## config.mk

```make
export PLATFORM = sky130hd
export DESIGN_NAME = dbg_snap_seq
export DESIGN_NICKNAME = d
export VERILOG_FILES = /design/src/rtl/dbg_snap_pkg.sv /design/src/rtl/dbg_snap_timer.sv /design/src/rtl/dbg_snap_capture.sv /design/src/rtl/dbg_snap_seq.sv
export SDC_FILE = /design/constraint.sdc
export NUM_CORES = 1
export LEC_CHECK = 0
export BUFFER_PORTS_ARGS = -buffer_cell sky130_fd_sc_hd__buf_2
export CORE_MARGIN = 1
export CORE_UTILIZATION = 42
export CTS_CLUSTER_SIZE = 24
export DETAILED_ROUTE_END_ITERATION = 10
export GPL_TIMING_DRIVEN = 0
export PLACE_DENSITY = 0.7
export SYNTH_ARGS = -nofsm -noshare
export SYNTH_HDL_FRONTEND = slang
export SYNTH_SLANG_ARGS = --single-unit
```

## constraint.sdc

```tcl
create_clock -name clk -period 2.1 [get_ports clk]
set_input_delay 0.42 -clock clk [delete_from_list [all_inputs] [get_ports clk]]
set_output_delay 0.42 -clock clk [all_outputs]
set_load 0.02 [all_outputs]
```

## src/rtl/dbg_snap_pkg.sv

```systemverilog
package dbg_snap_pkg;

    localparam int AW = 12;
    localparam int DW = 32;

    localparam logic [AW-1:0] A_OSLOCK  = 12'h300;
    localparam logic [AW-1:0] A_PWRCTL  = 12'h310;
    localparam logic [AW-1:0] A_PWRSTAT = 12'h314;
    localparam logic [AW-1:0] A_PCLO    = 12'h0A0;
    localparam logic [AW-1:0] A_CTX     = 12'h0A4;
    localparam logic [AW-1:0] A_VM      = 12'h0A8;
    localparam logic [AW-1:0] A_PCHI    = 12'h0AC;

    localparam int CTL_UP_BIT   = 3;
    localparam int CTL_KEEP_BIT = 0;
    localparam int ST_PU_BIT    = 0;
    localparam int ST_LOCK_BIT  = 6;

    localparam logic [DW-1:0] PC_BLOCKED = '1;

    typedef enum logic [3:0] {
        S_IDLE, S_UNLOCK, S_SAVE, S_PU_RD, S_PU_WR, S_POLL_RD, S_POLL_WAIT,
        S_NPD_RD, S_NPD_WR, S_STAT_RD, S_PC_RD, S_HI_RD, S_CTX_RD, S_VM_RD,
        S_RESTORE, S_DONE
    } seq_state_e;

    typedef enum logic [2:0] {
        CAP_NONE = 3'd0,
        CAP_PCLO = 3'd1,
        CAP_PCHI = 3'd2,
        CAP_CTX  = 3'd3,
        CAP_VM   = 3'd4
    } cap_sel_e;

    typedef struct packed {
        logic want_hi;
        logic want_ctx;
        logic want_vm;
    } opt_cfg_t;

    typedef struct packed {
        logic timeout;
        logic noperm;
        logic prohib;
        logic valid;
    } snap_flags_t;

    // bus request as presented by one sequencer state
    typedef struct packed {
        logic          req;
        logic          we;
        logic [AW-1:0] addr;
        logic [DW-1:0] wdata;
    } bus_cmd_t;

    function automatic logic access_ok(input logic [DW-1:0] st);
        return st[ST_PU_BIT] && !st[ST_LOCK_BIT];
    endfunction

    // first optional read still to do after the given state
    function automatic seq_state_e next_opt(input seq_state_e cur, input opt_cfg_t c);
        seq_state_e n;
        n = S_RESTORE;
        if (c.want_vm && cur != S_VM_RD) n = S_VM_RD;
        if (c.want_ctx && (cur == S_PC_RD || cur == S_HI_RD)) n = S_CTX_RD;
        if (c.want_hi && cur == S_PC_RD) n = S_HI_RD;
        return n;
    endfunction

endpackage

```

## src/rtl/dbg_snap_timer.sv

```systemverilog
module dbg_snap_timer #(
    parameter int POLL_GAP = 1000,
    parameter int POLL_MAX = 32
) (
    input  logic clk,
    input  logic rst,
    input  logic att_clr,
    input  logic gap_load,
    input  logic att_bump,
    output logic gap_zero,
    output logic last_try
);
    localparam int GW = $clog2(POLL_GAP + 1);
    localparam int TW = $clog2(POLL_MAX + 1);

    logic [GW-1:0] gap_q;
    logic [TW-1:0] att_q;

    always_ff @(posedge clk) begin
        if (rst) begin
            gap_q <= '0;
        end else if (gap_load) begin
            gap_q <= GW'(POLL_GAP - 1);
        end else if (gap_q != '0) begin
            gap_q <= gap_q - 1'b1;
        end
    end

    always_ff @(posedge clk) begin
        if (rst || att_clr) begin
            att_q <= '0;
        end else if (att_bump) begin
            att_q <= att_q + 1'b1;
        end
    end

    assign gap_zero = (gap_q == '0);
    assign last_try = (att_q == TW'(POLL_MAX - 1));
endmodule

```

## src/rtl/dbg_snap_capture.sv

```systemverilog
module dbg_snap_capture
    import dbg_snap_pkg::*;
(
    input  logic          clk,
    input  logic          rst,
    input  logic          clr,
    input  cap_sel_e      ld,
    input  logic [DW-1:0] din,
    output logic [DW-1:0] pc_lo,
    output logic [DW-1:0] pc_hi,
    output logic [DW-1:0] ctx_id,
    output logic [DW-1:0] vm_state
);
    localparam int NSLOT = 4;

    logic [NSLOT-1:0][DW-1:0] slot_q;

    always_ff @(posedge clk) begin
        for (int g = 0; g < NSLOT; g++) begin
            if (rst || clr) begin
                slot_q[g] <= '0;
            end else if (ld == cap_sel_e'(g + 1)) begin
                slot_q[g] <= din;
            end
        end
    end

    assign pc_lo    = slot_q[0];
    assign pc_hi    = slot_q[1];
    assign ctx_id   = slot_q[2];
    assign vm_state = slot_q[3];
endmodule

```

## src/rtl/dbg_snap_seq.sv

```systemverilog
module dbg_snap_seq
    import dbg_snap_pkg::*;
#(
    parameter int POLL_GAP = 1000,
    parameter int POLL_MAX = 32
) (
    input  logic          clk,
    input  logic          rst,
    input  logic          start,
    input  logic          en_pc_hi,
    input  logic          en_ctx,
    input  logic          en_vm,
    output logic          bus_req,
    output logic          bus_we,
    output logic [AW-1:0] bus_addr,
    output logic [DW-1:0] bus_wdata,
    input  logic          bus_rdy,
    input  logic [DW-1:0] bus_rdata,
    output logic          busy,
    output logic          done,
    output logic          snap_valid,
    output logic          flag_timeout,
    output logic          flag_noperm,
    output logic          flag_prohib,
    output logic [DW-1:0] pc_lo,
    output logic [DW-1:0] pc_hi,
    output logic [DW-1:0] ctx_id,
    output logic [DW-1:0] vm_state,
    output logic [DW-1:0] pwr_status
);
    localparam logic [DW-1:0] UP_MASK   = DW'(1) << CTL_UP_BIT;
    localparam logic [DW-1:0] KEEP_MASK = UP_MASK | (DW'(1) << CTL_KEEP_BIT);

    seq_state_e  st_q, st_d;
    logic [DW-1:0] saved_q, rmw_q, stat_q;
    opt_cfg_t    cfg_q;
    snap_flags_t flg_q, flg_set;
    bus_cmd_t    cmd;
    cap_sel_e    cap_ld;
    logic        xfer, go;
    logic        tmr_clr, tmr_load, tmr_bump, gap_zero, last_try;

    assign go   = (st_q == S_IDLE) && start;
    assign xfer = cmd.req && bus_rdy;

    // bus command decoded from the current state
    always_comb begin
        cmd = '0;
        case (st_q)
            S_UNLOCK:  cmd = '{req: 1'b1, we: 1'b1, addr: A_OSLOCK, wdata: '0};
            S_SAVE,
            S_PU_RD,
            S_NPD_RD:  cmd = '{req: 1'b1, we: 1'b0, addr: A_PWRCTL, wdata: '0};
            S_PU_WR:   cmd = '{req: 1'b1, we: 1'b1, addr: A_PWRCTL, wdata: rmw_q | UP_MASK};
            S_NPD_WR:  cmd = '{req: 1'b1, we: 1'b1, addr: A_PWRCTL, wdata: rmw_q | KEEP_MASK};
            S_POLL_RD,
            S_STAT_RD: cmd = '{req: 1'b1, we: 1'b0, addr: A_PWRSTAT, wdata: '0};
            S_PC_RD:   cmd = '{req: 1'b1, we: 1'b0, addr: A_PCLO, wdata: '0};
            S_HI_RD:   cmd = '{req: 1'b1, we: 1'b0, addr: A_PCHI, wdata: '0};
            S_CTX_RD:  cmd = '{req: 1'b1, we: 1'b0, addr: A_CTX, wdata: '0};
            S_VM_RD:   cmd = '{req: 1'b1, we: 1'b0, addr: A_VM, wdata: '0};
            S_RESTORE: cmd = '{req: 1'b1, we: 1'b1, addr: A_PWRCTL, wdata: saved_q};
            default:   cmd = '0;
        endcase
    end

    always_comb begin
        st_d     = st_q;
        tmr_clr  = 1'b0;
        tmr_load = 1'b0;
        tmr_bump = 1'b0;
        cap_ld   = CAP_NONE;
        flg_set  = '0;
        case (st_q)
            S_IDLE:   if (start) st_d = S_UNLOCK;
            S_UNLOCK: if (xfer) st_d = S_SAVE;
            S_SAVE:   if (xfer) st_d = S_PU_RD;
            S_PU_RD:  if (xfer) st_d = S_PU_WR;
            S_PU_WR: begin
                if (xfer) begin
                    st_d    = S_POLL_RD;
                    tmr_clr = 1'b1;
                end
            end
            S_POLL_RD: begin
                if (xfer) begin
                    if (bus_rdata[ST_PU_BIT]) begin
                        st_d = S_NPD_RD;
                    end else if (last_try) begin
                        st_d = S_RESTORE;
                        flg_set.timeout = 1'b1;
                    end else begin
                        st_d     = S_POLL_WAIT;
                        tmr_load = 1'b1;
                        tmr_bump = 1'b1;
                    end
                end
            end
            S_POLL_WAIT: if (gap_zero) st_d = S_POLL_RD;
            S_NPD_RD:    if (xfer) st_d = S_NPD_WR;
            S_NPD_WR:    if (xfer) st_d = S_STAT_RD;
            S_STAT_RD: begin
                if (xfer) begin
                    if (!bus_rdata[ST_PU_BIT]) begin
                        st_d = S_PU_RD;
                    end else if (!access_ok(bus_rdata)) begin
                        st_d = S_RESTORE;
                        flg_set.noperm = 1'b1;
                    end else begin
                        st_d = S_PC_RD;
                    end
                end
            end
            S_PC_RD: begin
                if (xfer) begin
                    cap_ld = CAP_PCLO;
                    if (bus_rdata == PC_BLOCKED) begin
                        st_d = S_RESTORE;
                        flg_set.prohib = 1'b1;
                    end else begin
                        st_d = next_opt(S_PC_RD, cfg_q);
                        flg_set.valid = 1'b1;
                    end
                end
            end
            S_HI_RD: begin
                if (xfer) begin
                    cap_ld = CAP_PCHI;
                    st_d   = next_opt(S_HI_RD, cfg_q);
                end
            end
            S_CTX_RD: begin
                if (xfer) begin
                    cap_ld = CAP_CTX;
                    st_d   = next_opt(S_CTX_RD, cfg_q);
                end
            end
            S_VM_RD: begin
                if (xfer) begin
                    cap_ld = CAP_VM;
                    st_d   = S_RESTORE;
                end
            end
            S_RESTORE: if (xfer) st_d = S_DONE;
            S_DONE:    st_d = S_IDLE;
            default:   st_d = S_IDLE;
        endcase
    end

    always_ff @(posedge clk) begin
        if (rst) begin
            st_q    <= S_IDLE;
            saved_q <= '0;
            rmw_q   <= '0;
            stat_q  <= '0;
            cfg_q   <= '0;
            flg_q   <= '0;
        end else begin
            st_q <= st_d;
            if (go) begin
                cfg_q  <= '{want_hi: en_pc_hi, want_ctx: en_ctx, want_vm: en_vm};
                flg_q  <= '0;
                stat_q <= '0;
            end else begin
                flg_q <= flg_q | flg_set;
            end
            if (xfer && st_q == S_SAVE) saved_q <= bus_rdata;
            if (xfer && (st_q == S_PU_RD || st_q == S_NPD_RD)) rmw_q <= bus_rdata;
            if (xfer && (st_q == S_POLL_RD || st_q == S_STAT_RD)) stat_q <= bus_rdata;
        end
    end

    dbg_snap_timer #(
        .POLL_GAP (POLL_GAP),
        .POLL_MAX (POLL_MAX)
    ) u_timer (
        .clk      (clk),
        .rst      (rst),
        .att_clr  (tmr_clr),
        .gap_load (tmr_load),
        .att_bump (tmr_bump),
        .gap_zero (gap_zero),
        .last_try (last_try)
    );

    dbg_snap_capture u_cap (
        .clk      (clk),
        .rst      (rst),
        .clr      (go),
        .ld       (cap_ld),
        .din      (bus_rdata),
        .pc_lo    (pc_lo),
        .pc_hi    (pc_hi),
        .ctx_id   (ctx_id),
        .vm_state (vm_state)
    );

    assign bus_req      = cmd.req;
    assign bus_we       = cmd.we;
    assign bus_addr     = cmd.addr;
    assign bus_wdata    = cmd.wdata;
    assign busy         = (st_q != S_IDLE);
    assign done         = (st_q == S_DONE);
    assign snap_valid   = flg_q.valid;
    assign flag_timeout = flg_q.timeout;
    assign flag_noperm  = flg_q.noperm;
    assign flag_prohib  = flg_q.prohib;
    assign pwr_status   = stat_q;
endmodule

```

# After elaboration in Yosys (flattened, before gate mapping)
# Cells that the tools add are included.
# W data, S select, Z words.
[op_classes] addsub=2 n_bitwise=1 reduce_logical=22 mux=52 eq_ne=36
[ops] cell="$pmux W46 S10" count=1
[ops] cell="$mux W4" count=21
[ops] cell="$mux W32" count=2
[ops] cell="$pmux W4 S16" count=1
[ops] cell="$eq A32 B32 Y1 const B" count=1
[ops] cell="$eq A4 B4 Y1 const B" count=8
[ops] cell="$ne A2 B2 Y1 const B" count=15
[ops] cell="$mux W10" count=2
[ops] cell="$mux W1" count=17
[ops] cell="$eq A4 B3 Y1 const B" count=4
[ops] cell="$reduce_and A15 Y1" count=1
[ops] cell="$pmux W3 S4" count=1
[ops] cell="$logic_not A10 Y1" count=1
[ops] cell="$mux W2" count=5
[ops] cell="$reduce_bool A10 Y1" count=1
[ops] cell="$sub A10 B1 Y10 const B" count=1
[ops] cell="$eq A4 B2 Y1 const B" count=2
[ops] cell="$add A6 B1 Y6 const B" count=1
[ops] cell="$eq A3 B2 Y1 const B" count=2
[ops] cell="$eq A6 B5 Y1 const B" count=1
[ops] cell="$logic_and A1 B1 Y1" count=6
[ops] cell="$mux W3" count=2
[ops] cell="$reduce_or A2 Y1" count=3
[ops] cell="$eq A4 B1 Y1 const B" count=1
[ops] cell="other kinds (9)" count=13
[word_totals] register_bits=251 out_inout_bits=212 elab_cells=131 in_bits=39

# Longest topological paths before layout
[depth] ltp_word=7 ltp_mapped=8 ltp_nobuf=7

# Cells and area by module
# A second synthesis with hierarchy kept.
[hier_totals] cells_unflattened=1169 area_unflattened_um2=11048.1
[modules_own_cells] mod="dbg_snap_capture" instances=1 area_per_inst_um2=5611.6 seq_area_each_um2=2562.5 cells_each=471
[modules_own_cells] mod="dbg_snap_seq" instances=1 area_per_inst_um2=4653.2 seq_area_each_um2=2122.0 cells_each=611
[modules_own_cells] mod="dbg_snap_timer" instances=1 area_per_inst_um2=783.3 seq_area_each_um2=320.3 cells_each=87

# Worst setup path before layout
# OpenSTA, ideal clock, no wires.
[synth_timing] kind="register -> output" startpoint="reg st_q[1]" endpoint="out bus_addr[9]" path_slack_ps=-89 arrival_ps=1769 n_path_buf=3 stages_incl_launch_ff=8 t_required_ps=1680 cell_sequence="dfxtp_1 clkbuf_1 clkbuf_1 nand2_1 nor2_1 nor2_1 a21oi_1 buf_4"
[synth_via] elab_chain_cells=3 elab_cells_between_ends=16 classes_between="eq/ne (13); mux (1); reduce/logical (2)"
[synth_rtl] element="start, declared" line="dbg_snap_seq.sv:34" rtl="seq_state_e st_q, st_d;"
[synth_rtl] element="start signal, assigned" line="dbg_snap_seq.sv:159" rtl="st_q <= st_d;"
[synth_rtl] element="$eq A4 B2 Y1 (tied with other cells)" line="dbg_snap_seq.sv:49" rtl="case (st_q)"
[synth_rtl] element="$reduce_or A3 Y1 / $reduce_or A2 Y1 (equally long branches)" line="dbg_snap_seq.sv:49"
[synth_rtl] element="$pmux W46 S10 *" line="dbg_snap_seq.sv:49"
[synth_rtl] element="end, declared" line="dbg_snap_seq.sv:15" rtl="output logic [AW-1:0] bus_addr,"
# Mark *: on every way between the ends. The rest lies on a longest branch, timed or not.

# Worst setup path in the final report
[layout_timing] startpoint="reg st_q[2]" endpoint="out bus_wdata[27]"
[layout_via] elab_chain_cells=3 elab_cells_between_ends=16 classes_between="eq/ne (13); mux (1); reduce/logical (2)"
[layout_rtl] element="$eq A4 B2 Y1 (tied with other cells)" line="dbg_snap_seq.sv:49"
[layout_rtl] element="$reduce_or A3 Y1 / $reduce_or A2 Y1 (equally long branches)" line="dbg_snap_seq.sv:49"
[layout_rtl] element="$pmux W46 S10 *" line="dbg_snap_seq.sv:49"
[layout_rtl] element="end, declared" line="dbg_snap_seq.sv:16" rtl="output logic [DW-1:0] bus_wdata,"
# Marks and branches as above.

==> results.md <==
- Main synth FF type: dfxtp_1
- GP Congestion: 0.9321
- Antenna Nets Post-Route: 0
- Max Transition Viols Final: 0
- Clock Sink Count: 250
- Initial antenna violation count: 0
- Buf/Inv on CP: 5
- R2r startpoint: u_timer.gap_q[4]
- Layout cells sized above 1: 0.2720
- Vias: 10,170
- Pleak: 0.005351 µW
- Cell internal pwr: 10,340 µW
- Post-synthesis mux area share: 0.001018
- Drt initial violations: 793
- Tot GR Track Use: 0.2813
- Post-synthesis sequential area ratio: 0.5089
- Path depth of the worst reg2reg path: 7
- Post-Route WL: 36,180 µm
- Setup CP Type: reg -> out
- Register area: 5022 µm²
- Post-synthesis cell area: 9834 µm²
- Nets: 1,619
- Final worst slack: -278.1 ps
- Failing checks: negative setup slack
- Worst Hold Launch: en_ctx
- Most frequent cells in the layout: nand2_1, dfxtp_1, a21oi_1
- Port-buffer cells: 214
- Root Driver: clkbuf_16
- RSZ-0062 raised after global routing: yes
- DR pass1 iterations: 5
- Hold depth: 3
- Inst Count DP: 1,810
- Worst reg2reg setup slack: -10 ps
- Distinct cell type count after synthesis: 54
- Final worst-path cycle share: 1.132
- Post-synth top area cell: dfxtp_1
- Rel. slew slack: 0.3092
- Main combinational cell family by area after synthesis: simple AND/OR/NAND/NOR gates
- Share of power burned in the clock network: 0.322
- Async set-reset flop share out of synthesis: 0
- Non-Filler Instances: 1,912
- CP dominant cell by count: buf_6
- Pwr Total: 15,480 µW
- MaxCap Viol Count: 0
- Total gr overflow: 0
- Initial core utilization: 0.4317
- HPWL after DPL: 23,870 µm
- Ports: 251
- Average size of a mapped cell: 7.689 µm²
- Clock tree buffer depth: 3
- Largest net degree at the start of global routing: 14
- Syn Inst Count: 1,279
- Via density: 5.319
- Area delta synth->final: 37.30%
- Multi-input gate area: 4567 µm²
- Total negative slack: -8729 ps
- DR WL/cell: 18.92 µm
- Endpoints failing hold: 0
- Vias in the first global route: 9,190
- Post-synthesis simple-gate area fraction: 0.2396
- Total die area: 24,030 µm²
- Seq cells post-synth: 250
- Sw frac: 0.3316
- Final setup fails: 43
- Hold Crit Endpoint: cfg_q[1]
- Psw: 5133 µW
- CP startpoint kind: flip-flop
- Synth warn: 0
- Min Tclk post-route: 2378 ps
- Skew final: 19.24 ps
- Rows: 55
- VDD IR max: 0.0006795 V
- Top delay family on crit path: buffers and inverters
- Residual DRC count: 0
- First-pass GRT wire length: 52,300 µm
- Synth top area cells: dfxtp_1, nand2_1, a21oi_1
- H-tree depth: 1
- Synth Area in XOR/XNOR: 0.01336
- Antenna diodes: 0
- Die height: 155.0 µm
- Worst skew pair latency: 550 ps
- DP Worst Slack: -646.8 ps
- Slowest CP cell: dfxtp_4
- Worst slew pin tran: 1036 ps
- Gate power share: 0.337
- EDFF count, synth: 0
- Area fraction of the dominant cell type after synthesis: 0.5089
- Fill cells: 2,028
- CP cell instances: buf_8 > buf_8 > nand2_8 > nor2_4 > buf_6 > buf_6 > a22o_1 > buf_6
- Synth Area in Adders: 0.002545
- Synth Area in Compound Gates: 0.1761
- Max incr delay on CP: 390 ps
- FMAX: 420.5 MHz
- FF-to-FF End: st_q[0]
- Clock-pin slew on the worst setup and hold paths: 60 ps
- PwrDens: 1146 nW/µm²
- Crit. End Element: output port
- CP max FO: 5
- Most common cell after layout, fill and taps aside: nand2_1
- CP arrival: 1960 ps
- Number of buffers created by CTS: 27
- Part of the power in registers: 0.340
- CTS tree: built
- Status: complete, but fails checks
- Worst min path class: in -> reg
- CP required: 1680 ps
- DIE WIDTH: 155.0 µm
- Core Region: 22,780 µm²
-- sequential cells by signal, summed over array words and instances (netlist names) --
register and count:
saved_q 32, u_timer.att_q 6, u_cap.ctx_id 32, flag_prohib 1, snap_valid 1, u_cap.pc_lo 32, u_cap.pc_hi 32, pwr_status 32
flag_noperm 1, u_cap.vm_state 32, flag_timeout 1, st_q 4, cfg_q 3, rmw_q 31, u_timer.gap_q 10
-- cell usage after synthesis, types with 2 or more instances --
master / number
a21boi_0: 2
a21oi_1: 241
a22o_1: 30
a311oi_1: 3
a31oi_1: 5
and2_1: 5
and3_1: 6
buf_1: 5
buf_2: 10
buf_4: 7
clkbuf_1: 112
dfxtp_1: 250
ha_1: 2
inv_1: 5
nand2_1: 437
nand2b_1: 8
nand3_1: 40
nand3b_1: 3
nand4_1: 10
nor2_1: 34
nor2b_1: 3
nor3_1: 5
nor4_1: 2
o211ai_1: 2
o21ai_0: 4
o21ai_1: 2
o22ai_1: 2
or2_1: 4
or4_4: 2
xnor2_1: 6
xor2_1: 9
-- tightest hold or removal path: stages --
cell,delay [ps]
buf_2,100
nand2_1,50
a21oi_1,50
-- cells by family after synthesis --
group           Yosys count
fa+ha+maj                 2
mux                       1
other cells               1
buf+inv                 140
compound gates          303
xor+xnor                 15
flops                   250
simple gates            567
-- worst max path at each step --
| stage | start | endpoint | slack (ps) | cells after the start |
|---|---|---|---|---|
| 3_3_place_gp | st_q[2] | u_cap.vm_state[0] | -630 | 8 |
| 4_1_cts | st_q[2] | bus_wdata[10] | -240 | 8 |
| 2_1_floorplan | st_q[1] | bus_wdata[10] | 70 | 6 |
| 3_5_place_dp | st_q[2] | u_cap.vm_state[6] | -650 | 8 |
| 5_1_grt | st_q[2] | bus_wdata[27] | -300 | 8 |
| 6_report | st_q[2] | bus_wdata[27] | -280 | 8 |
-- final cells by class --
class	instances	area share
sequential	250	0.3719
multi-input combinational	893	0.3382
timing repair buffer	271	0.1361
clock buffer	37	0.05801
buffer	130	0.05393
tap	313	0.02900
clock inverter	13	0.01121
inverter	5	0.001575
-- routing by layer --
| layer | share of wire | vias to the layer above | wire (µm) | global-route usage |
|---|---|---|---|---|
| li1 | - | 4823 | - | - |
| met1 | 0.41 | 4849 | 14920 | 0.3672 |
| met2 | 0.48 | 426 | 17260 | 0.4710 |
| met3 | 0.086 | 71 | 3110 | 0.06128 |
| met4 | 0.025 | 0 | 896 | 0.07025 |
| met5 | 0 | - | 0 | 0 |
-- stage by stage --
step	cell area, µm²	hold WS [ps]	util
after global placement	11320	439.1	0.4970
after floorplan	9857	432.1	-
after global routing	13500	136.2	0.5928
final	13500	138.6	0.5928
after CTS	13080	128.7	0.5742
after detailed placement	11320	444.6	0.4970
-- power by group through the flow --
stage | sequential, µW | clock [µW] | combinational (µW)
2_1_floorplan | 5300 | 0 | 2260
3_3_place_gp | 5300 | 0 | 3150
3_5_place_dp | 5310 | 0 | 3170
4_1_cts | 5230 | 5010 | 4220
5_1_grt | 5290 | 5210 | 5500
6_report | 5270 | 4990 | 5220
-- what timing repair did --
item / CTS / global route
gates cloned: 3 / 1
hold buffers: 0 / 0
hold endpoints to repair: 0 / 0
pin swaps: 16 / 29
gates resized for setup: 194 / 93
setup endpoints to repair: 232 / 208
setup buffers: 29 / 27
No activity file was read; power rests on OpenSTA's default activity.
